--- config.mk ---
export PLATFORM = sky130hd
export DESIGN_NAME = frame_serializer
export DESIGN_NICKNAME = d
export VERILOG_FILES = /design/src/rtl/fs_pkg.sv /design/src/rtl/fs_shifter.sv /design/src/rtl/fs_crc32.sv /design/src/rtl/fs_ctrl.sv /design/src/rtl/frame_serializer.sv
export SDC_FILE = /design/constraint.sdc
export NUM_CORES = 1
export LEC_CHECK = 0
export BUFFER_PORTS_ARGS = -buffer_cell sky130_fd_sc_hd__buf_2
export CORE_AREA = 8 8 105 98
export CTS_CLUSTER_DIAMETER = 100
export CTS_CLUSTER_SIZE = 25
export DETAILED_ROUTE_END_ITERATION = 16
export DIE_AREA = 0 0 113 106
export PLACE_DENSITY = 0.71
export SLEW_MARGIN = 25
export SYNTH_ARGS = -nofsm -noshare
export SYNTH_HDL_FRONTEND = slang
export SYNTH_SLANG_ARGS = --single-unit
--- constraint.sdc ---
create_clock -name clk -period 3.1 [get_ports clk]
set_clock_uncertainty 0.1 [all_clocks]
set_input_delay 0.155 -clock clk [delete_from_list [all_inputs] [get_ports clk]]
set_output_delay 0.155 -clock clk [all_outputs]
set_load 0.01 [all_outputs]
--- src/rtl/fs_pkg.sv ---
package fs_pkg;

   typedef enum logic [2:0] {
      PH_IDLE,
      PH_HDR,
      PH_PAY,
      PH_WAIT,
      PH_FCS
   } fs_phase_e;

   // bit-reflected form of generator 0x04C11DB7
   localparam logic [31:0] CRC_POLY_REFL = 32'hEDB8_8320;

   function automatic logic [31:0] crc32_byte(input logic [31:0] cur,
                                              input logic [7:0]  din);
      logic [31:0] c;
      c = cur;
      for (int i = 0; i < 8; i++) begin
         if (c[0] ^ din[i]) c = (c >> 1) ^ CRC_POLY_REFL;
         else               c = c >> 1;
      end
      return c;
   endfunction

endpackage

--- src/rtl/fs_shifter.sv ---
module fs_shifter #(
   parameter int W = 8
) (
   input  logic         clk,
   input  logic         rst_n,
   input  logic         load,
   input  logic [W-1:0] load_byte,
   input  logic         shift_en,
   output logic         bit_out,
   output logic         bit_last
);
   localparam int CW = $clog2(W);

   logic [W-1:0]  sh_q;
   logic [CW-1:0] cnt_q;

   always_ff @(posedge clk) begin
      if (!rst_n) begin
         sh_q  <= '0;
         cnt_q <= '0;
      end else if (load) begin
         sh_q  <= load_byte;
         cnt_q <= '0;
      end else if (shift_en) begin
         sh_q  <= sh_q >> 1;
         cnt_q <= cnt_q + CW'(1);
      end
   end

   assign bit_out  = sh_q[0];
   assign bit_last = shift_en && (cnt_q == CW'(W - 1));
endmodule

--- src/rtl/fs_crc32.sv ---
module fs_crc32
   import fs_pkg::*;
(
   input  logic        clk,
   input  logic        rst_n,
   input  logic        init,
   input  logic        upd,
   input  logic [7:0]  din,
   output logic [31:0] fcs
);
   logic [31:0] crc_q;

   always_ff @(posedge clk) begin
      if (!rst_n)    crc_q <= '1;
      else if (init) crc_q <= '1;
      else if (upd)  crc_q <= crc32_byte(crc_q, din);
   end

   assign fcs = ~crc_q;
endmodule

--- src/rtl/fs_ctrl.sv ---
module fs_ctrl
   import fs_pkg::*;
#(
   parameter int         CNT_W     = 12,
   parameter int         PRE_BYTES = 7,
   parameter logic [7:0] PRE_PAT   = 8'h55,
   parameter logic [7:0] SYNC_PAT  = 8'hD5,
   parameter bit         HW_CRC    = 1'b1
) (
   input  logic             clk,
   input  logic             rst_n,
   input  logic             start,
   input  logic [CNT_W-1:0] byte_count,
   input  logic             crc_inhibit,
   input  logic             fifo_empty,
   input  logic [7:0]       fifo_data,
   input  logic [31:0]      crc_value,
   input  logic             bit_last,
   input  logic             done_clr,
   output logic             load,
   output logic [7:0]       load_byte,
   output logic             line_on,
   output logic             pop,
   output logic             crc_init,
   output logic [CNT_W-1:0] bytes_left,
   output logic             busy,
   output logic             frame_end,
   output logic             done_flag
);
   localparam int HW = $clog2(PRE_BYTES + 1);

   fs_phase_e        ph_q, ph_n;
   logic [HW-1:0]    hdr_q, hdr_n;
   logic [1:0]       fcs_q, fcs_n, fcs_nx;
   logic [CNT_W-1:0] left_q, left_n;
   logic             inh_q, inh_n;
   logic             on_q, on_n;
   logic             done_q;
   logic             fetch;

   assign fcs_nx = fcs_q + 2'd1;

   always_comb begin
      ph_n      = ph_q;
      hdr_n     = hdr_q;
      fcs_n     = fcs_q;
      left_n    = left_q;
      inh_n     = inh_q;
      on_n      = on_q;
      load      = 1'b0;
      load_byte = PRE_PAT;
      pop       = 1'b0;
      crc_init  = 1'b0;
      frame_end = 1'b0;
      fetch     = 1'b0;
      case (ph_q)
         PH_IDLE: if (start) begin
            ph_n     = PH_HDR;
            hdr_n    = '0;
            left_n   = byte_count;
            inh_n    = crc_inhibit || !HW_CRC;
            on_n     = 1'b1;
            load     = 1'b1;
            crc_init = 1'b1;
         end
         PH_HDR: if (bit_last) begin
            if (hdr_q < HW'(PRE_BYTES)) begin
               hdr_n     = hdr_q + HW'(1);
               load      = 1'b1;
               load_byte = (hdr_q == HW'(PRE_BYTES - 1)) ? SYNC_PAT : PRE_PAT;
            end else begin
               fetch = 1'b1;
            end
         end
         PH_PAY:  fetch = bit_last;
         PH_WAIT: fetch = 1'b1;
         PH_FCS: if (bit_last) begin
            if (fcs_q == 2'd3) begin
               frame_end = 1'b1;
            end else begin
               fcs_n     = fcs_nx;
               load      = 1'b1;
               load_byte = crc_value[{fcs_nx, 3'b000} +: 8];
            end
         end
         default: ph_n = PH_IDLE;
      endcase

      if (fetch) begin
         if (left_q == '0) begin
            if (!inh_q) begin
               ph_n      = PH_FCS;
               fcs_n     = 2'd0;
               load      = 1'b1;
               load_byte = crc_value[7:0];
               on_n      = 1'b1;
            end else begin
               frame_end = 1'b1;
            end
         end else if (fifo_empty) begin
            ph_n = PH_WAIT;
            on_n = 1'b0;
         end else begin
            pop       = 1'b1;
            load      = 1'b1;
            load_byte = fifo_data;
            left_n    = left_q - CNT_W'(1);
            ph_n      = PH_PAY;
            on_n      = 1'b1;
         end
      end

      if (frame_end) begin
         ph_n = PH_IDLE;
         on_n = 1'b0;
      end
   end

   always_ff @(posedge clk) begin
      if (!rst_n) begin
         ph_q   <= PH_IDLE;
         hdr_q  <= '0;
         fcs_q  <= '0;
         left_q <= '0;
         inh_q  <= 1'b0;
         on_q   <= 1'b0;
         done_q <= 1'b0;
      end else begin
         ph_q   <= ph_n;
         hdr_q  <= hdr_n;
         fcs_q  <= fcs_n;
         left_q <= left_n;
         inh_q  <= inh_n;
         on_q   <= on_n;
         if (frame_end)     done_q <= 1'b1;
         else if (done_clr) done_q <= 1'b0;
      end
   end

   assign line_on    = on_q;
   assign bytes_left = left_q;
   assign busy       = (ph_q != PH_IDLE);
   assign done_flag  = done_q;
endmodule

--- src/rtl/frame_serializer.sv ---
module frame_serializer
   import fs_pkg::*;
#(
   parameter int         CNT_W     = 12,
   parameter int         PRE_BYTES = 7,
   parameter logic [7:0] PRE_PAT   = 8'h55,
   parameter logic [7:0] SYNC_PAT  = 8'hD5,
   parameter bit         HW_CRC    = 1'b1
) (
   input  logic             clk,
   input  logic             rst_n,
   input  logic             start,
   input  logic [CNT_W-1:0] byte_count,
   input  logic             crc_inhibit,
   input  logic             fifo_empty,
   input  logic [7:0]       fifo_data,
   output logic             fifo_rd,
   output logic             ser_data,
   output logic             ser_en,
   output logic [CNT_W-1:0] bytes_left,
   output logic             done_flag,
   input  logic             done_clr
);
   initial begin
      assert (CNT_W >= 1 && CNT_W <= 32) else $error("CNT_W out of range");
      assert (PRE_BYTES >= 1 && PRE_BYTES <= 64) else $error("PRE_BYTES out of range");
   end

   logic        load, line_on, pop, crc_init, bit_last, busy, frame_end;
   logic [7:0]  load_byte;
   logic [31:0] crc_value;

   fs_ctrl #(
      .CNT_W(CNT_W), .PRE_BYTES(PRE_BYTES), .PRE_PAT(PRE_PAT),
      .SYNC_PAT(SYNC_PAT), .HW_CRC(HW_CRC)
   ) u_ctrl (
      .clk(clk), .rst_n(rst_n), .start(start), .byte_count(byte_count),
      .crc_inhibit(crc_inhibit), .fifo_empty(fifo_empty), .fifo_data(fifo_data),
      .crc_value(crc_value), .bit_last(bit_last), .done_clr(done_clr),
      .load(load), .load_byte(load_byte), .line_on(line_on), .pop(pop),
      .crc_init(crc_init), .bytes_left(bytes_left), .busy(busy),
      .frame_end(frame_end), .done_flag(done_flag)
   );

   fs_shifter #(.W(8)) u_shift (
      .clk(clk), .rst_n(rst_n), .load(load), .load_byte(load_byte),
      .shift_en(line_on), .bit_out(ser_data), .bit_last(bit_last)
   );

   if (HW_CRC) begin : g_crc
      fs_crc32 u_crc (
         .clk(clk), .rst_n(rst_n), .init(crc_init), .upd(pop),
         .din(fifo_data), .fcs(crc_value)
      );
   end else begin : g_nocrc
      assign crc_value = '0;
   end

   assign fifo_rd = pop;
   assign ser_en  = line_on;
endmodule

==> impl_metrics.ini <==
[place]
io_buffers = 41
place_ws_ns = 0.3067
gp_congestion = 0.8822
dpl.hpwl_mm = 7.400

[final_layout]
layout-drive-gt1-share_pct = 19.88
syn_to_final_growth_pct = 14.32
fin_nets = 526
multi_input_area_mm2 = 0.002561
fillerInstances = 816
seqCellArea_mm2 = 0.001321

[hold_path]
min_path_cells = 3
min_from = byte_count[11]
hp-class = in -> reg

[timing]
hold_viol_final = 0
period_needed_ns = 2.875
worstMarginPinSlew_ns = 0.9704
whs_ns = 0.02095
fin_ws_ns = 0.2245
setup-tns-final_ns = 0
fin_crit_sh_pct = 92.76
slew-limit-headroom_pct = 34.84
fmax_ghz = 0.3478
slew_viol_final = 0
setup_viol = 0
rsz0062_at_grt = false

[power_and_ir_drop]
powerDensity_mw_per_mm2 = 443.9
ir_drop_v = 0.0002032
p_leak_nw = 1.852

[setup_path]
slowest_stage = or4_1
cp-start-kind = flop
end_kind = output pin
path_class = reg -> out
critPathTopFamily = simple AND/OR/NAND/NOR gates
cp.buffers_inverters = 2
rr_worst_depth = 6
cpPeakStageDelay_ns = 0.70
crit_arrival_ns = 2.62
required_ns = 2.84
setup.worst_path.start = u_ctrl.bytes_left[2]
path_cells = or4_1 -> or4_4 -> nand3b_4 -> inv_2 -> buf_2
worst-path-stages = 5
cp_max_fo = 16
r2r-start = u_ctrl.bytes_left[2]

[clocking]
clock_latency_ns = 0.34
cts_tree = yes
cts.clk_slew.worst_paths_ns = 0.07
cts_buffer_depth = 2
cts_made_buffers = 9
htreeDepth = 3
cts_sinks = 66
root_buffer = clkbuf_8

[floorplanning]
die_h_um = 106
core_area_mm2 = 0.008671
boundaryPins = 42
start_util_pct = 46.77
die_area_mm2 = 0.01198
row_count = 33
die_width_um = 113

[global_route]
grt_usage_pct = 17.49
antenna_found_initial = 1
grt_pass1_vias = 3324
overflow = 0
grt_pass1_wl_mm = 16.97
grt_max_degree = 64

[synth]
ys.flop_type = dfxtp_1
synth-edff-count = 0
synth_nets = 484
synth_cell_types = 61
netlist_instances = 448
ys_ff_latch = 66
synth.avg_cell_area_um2 = 9.052
synth.cell_area_mm2 = 0.004055
synth_seq_area_share_pct = 32.58
yosys_warnings = 0
synth_area_leader_cell = dfxtp_1
yosysTopAreaCellShare_pct = 32.58
synth.area.top_cells = dfxtp_1 (33%), xnor2_1 (11%), o211ai_1 (6.1%)
async_flop_share_pct = 0

[drt]
vias = 3490
drtIter0Drc = 227
wl_mm = 10.28
first_pass_iters = 5
routedWlPerCell_um = 17.17
antenna_left = 0
viasPerCell = 5.826
drc = 0

[job]
drv_cap = 0

[outcome]
outcome = finished clean
-- power breakdown --
group / total [mW] / internal (mW) / switching (mW) / leakage, nW
Combinational: 0.384 / 0.170 / 0.214 / 1.21
Clock: 0.785 / 0.465 / 0.320 / 0.105
Sequential: 0.889 / 0.867 / 0.0219 / 0.537
Total: 2.06 / 1.50 / 0.556 / 1.85
-- tightest hold or removal path: stages --
cell	delay [ns]
buf_2	0.09
nand2_1	0.06
a31oi_1	0.08
-- per-layer routing --
layer	vias up	wire length, um	global-route usage [%]
met5	-	0	0
met4	0	241	8.840
met3	18	544	3.173
met2	113	5039	28.63
met1	1644	4456	21.69
li1	1715	-	-
-- layout make-up --
type,instances,share of cell area [%]
Inverter,12,0.9717
Timing Repair Buffer,60,7.935
Antenna cell,1,0.05398
Tap cell,105,2.834
Multi-Input combinational cell,341,55.25
Clock buffer,11,3.050
Sequential cell,66,28.50
Clock inverter,3,1.404
-- state kept, by name, summed over array words and instances (netlist names) --
signal             cells
u_ctrl.inh_q           1
u_ctrl.fcs_q           2
u_ctrl.ph_q            3
g_crc.u_crc.crc_q     32
u_ctrl.done_flag       1
u_ctrl.line_on         1
u_shift.cnt_q          3
u_shift.sh_q           8
u_ctrl.hdr_q           3
u_ctrl.bytes_left     12
-- layout by cell type, fill, tap and decap left out, types with 11 or more instances in the layout --
cell type	instances
a21oi_1	11
buf_2	41
nand2_1	49
nor3_1	20
o211ai_1	33
buf_4	15
xnor2_1	49
a31oi_1	13
nor2_1	21
dfxtp_1	66
xor2_1	22
-- through the flow --
step	instance area, um2	utilization (%)	total power, mW	std cells
3_3_place_gp	4397	50.71	1.279	581
2_1_floorplan	4055	-	1.186	448
3_5_place_dp	4397	50.71	1.285	581
5_1_grt	4636	53.46	2.148	599
4_1_cts	4633	53.43	2.073	598
6_report	4636	53.46	2.058	599
-- final timing paths --
check	end	slack, ns
worst min register to register	g_crc.u_crc.crc_q[31]	0.41
worst max register to register	u_ctrl.bytes_left[6]	0.27
worst min-delay path	u_ctrl.bytes_left[11]	0.02
worst max-delay path	fifo_rd	0.22
-- logic make-up (layout without fill, tap and decap cells) --
kind of cell	after synthesis	count (layout)	share of synthesized area (%)
other	0	1	0
flip-flops	66	66	32.58
AO/OA/AOI/OAI	98	98	17.71
buffers and inverters	41	86	4.474
multiplexers	16	16	6.541
AND/OR/NAND/NOR	142	142	18.51
XOR/XNOR	75	75	17.09
adder cells (fa/ha/maj)	10	10	3.085
-- cells in the mapped netlist, types with 4 or more instances --
master and number:
nand4_1 4, ha_1 10, o21ai_0 4, a32oi_1 4
nor2_1 22, buf_4 4, xor2_1 22, o211ai_1 33
mux2_2 4, nand3_1 7, mux4_2 8, clkbuf_1 15
a21oi_1 11, o21a_1 8, a31oi_1 13, xnor2_1 49
nand2_1 49, mux2i_1 4, o221a_2 4, dfxtp_1 66
inv_1 10, nor3_1 20, nor3b_1 9, or3_1 9
buf_2 10
-- repair_timing --
action	in CTS	in global routing
hold endpoints to repair	3	0
setup buffers	0	0
hold buffers	3	0
gates resized for setup	0	0
Note: power is estimated with default switching activity, not from simulation.
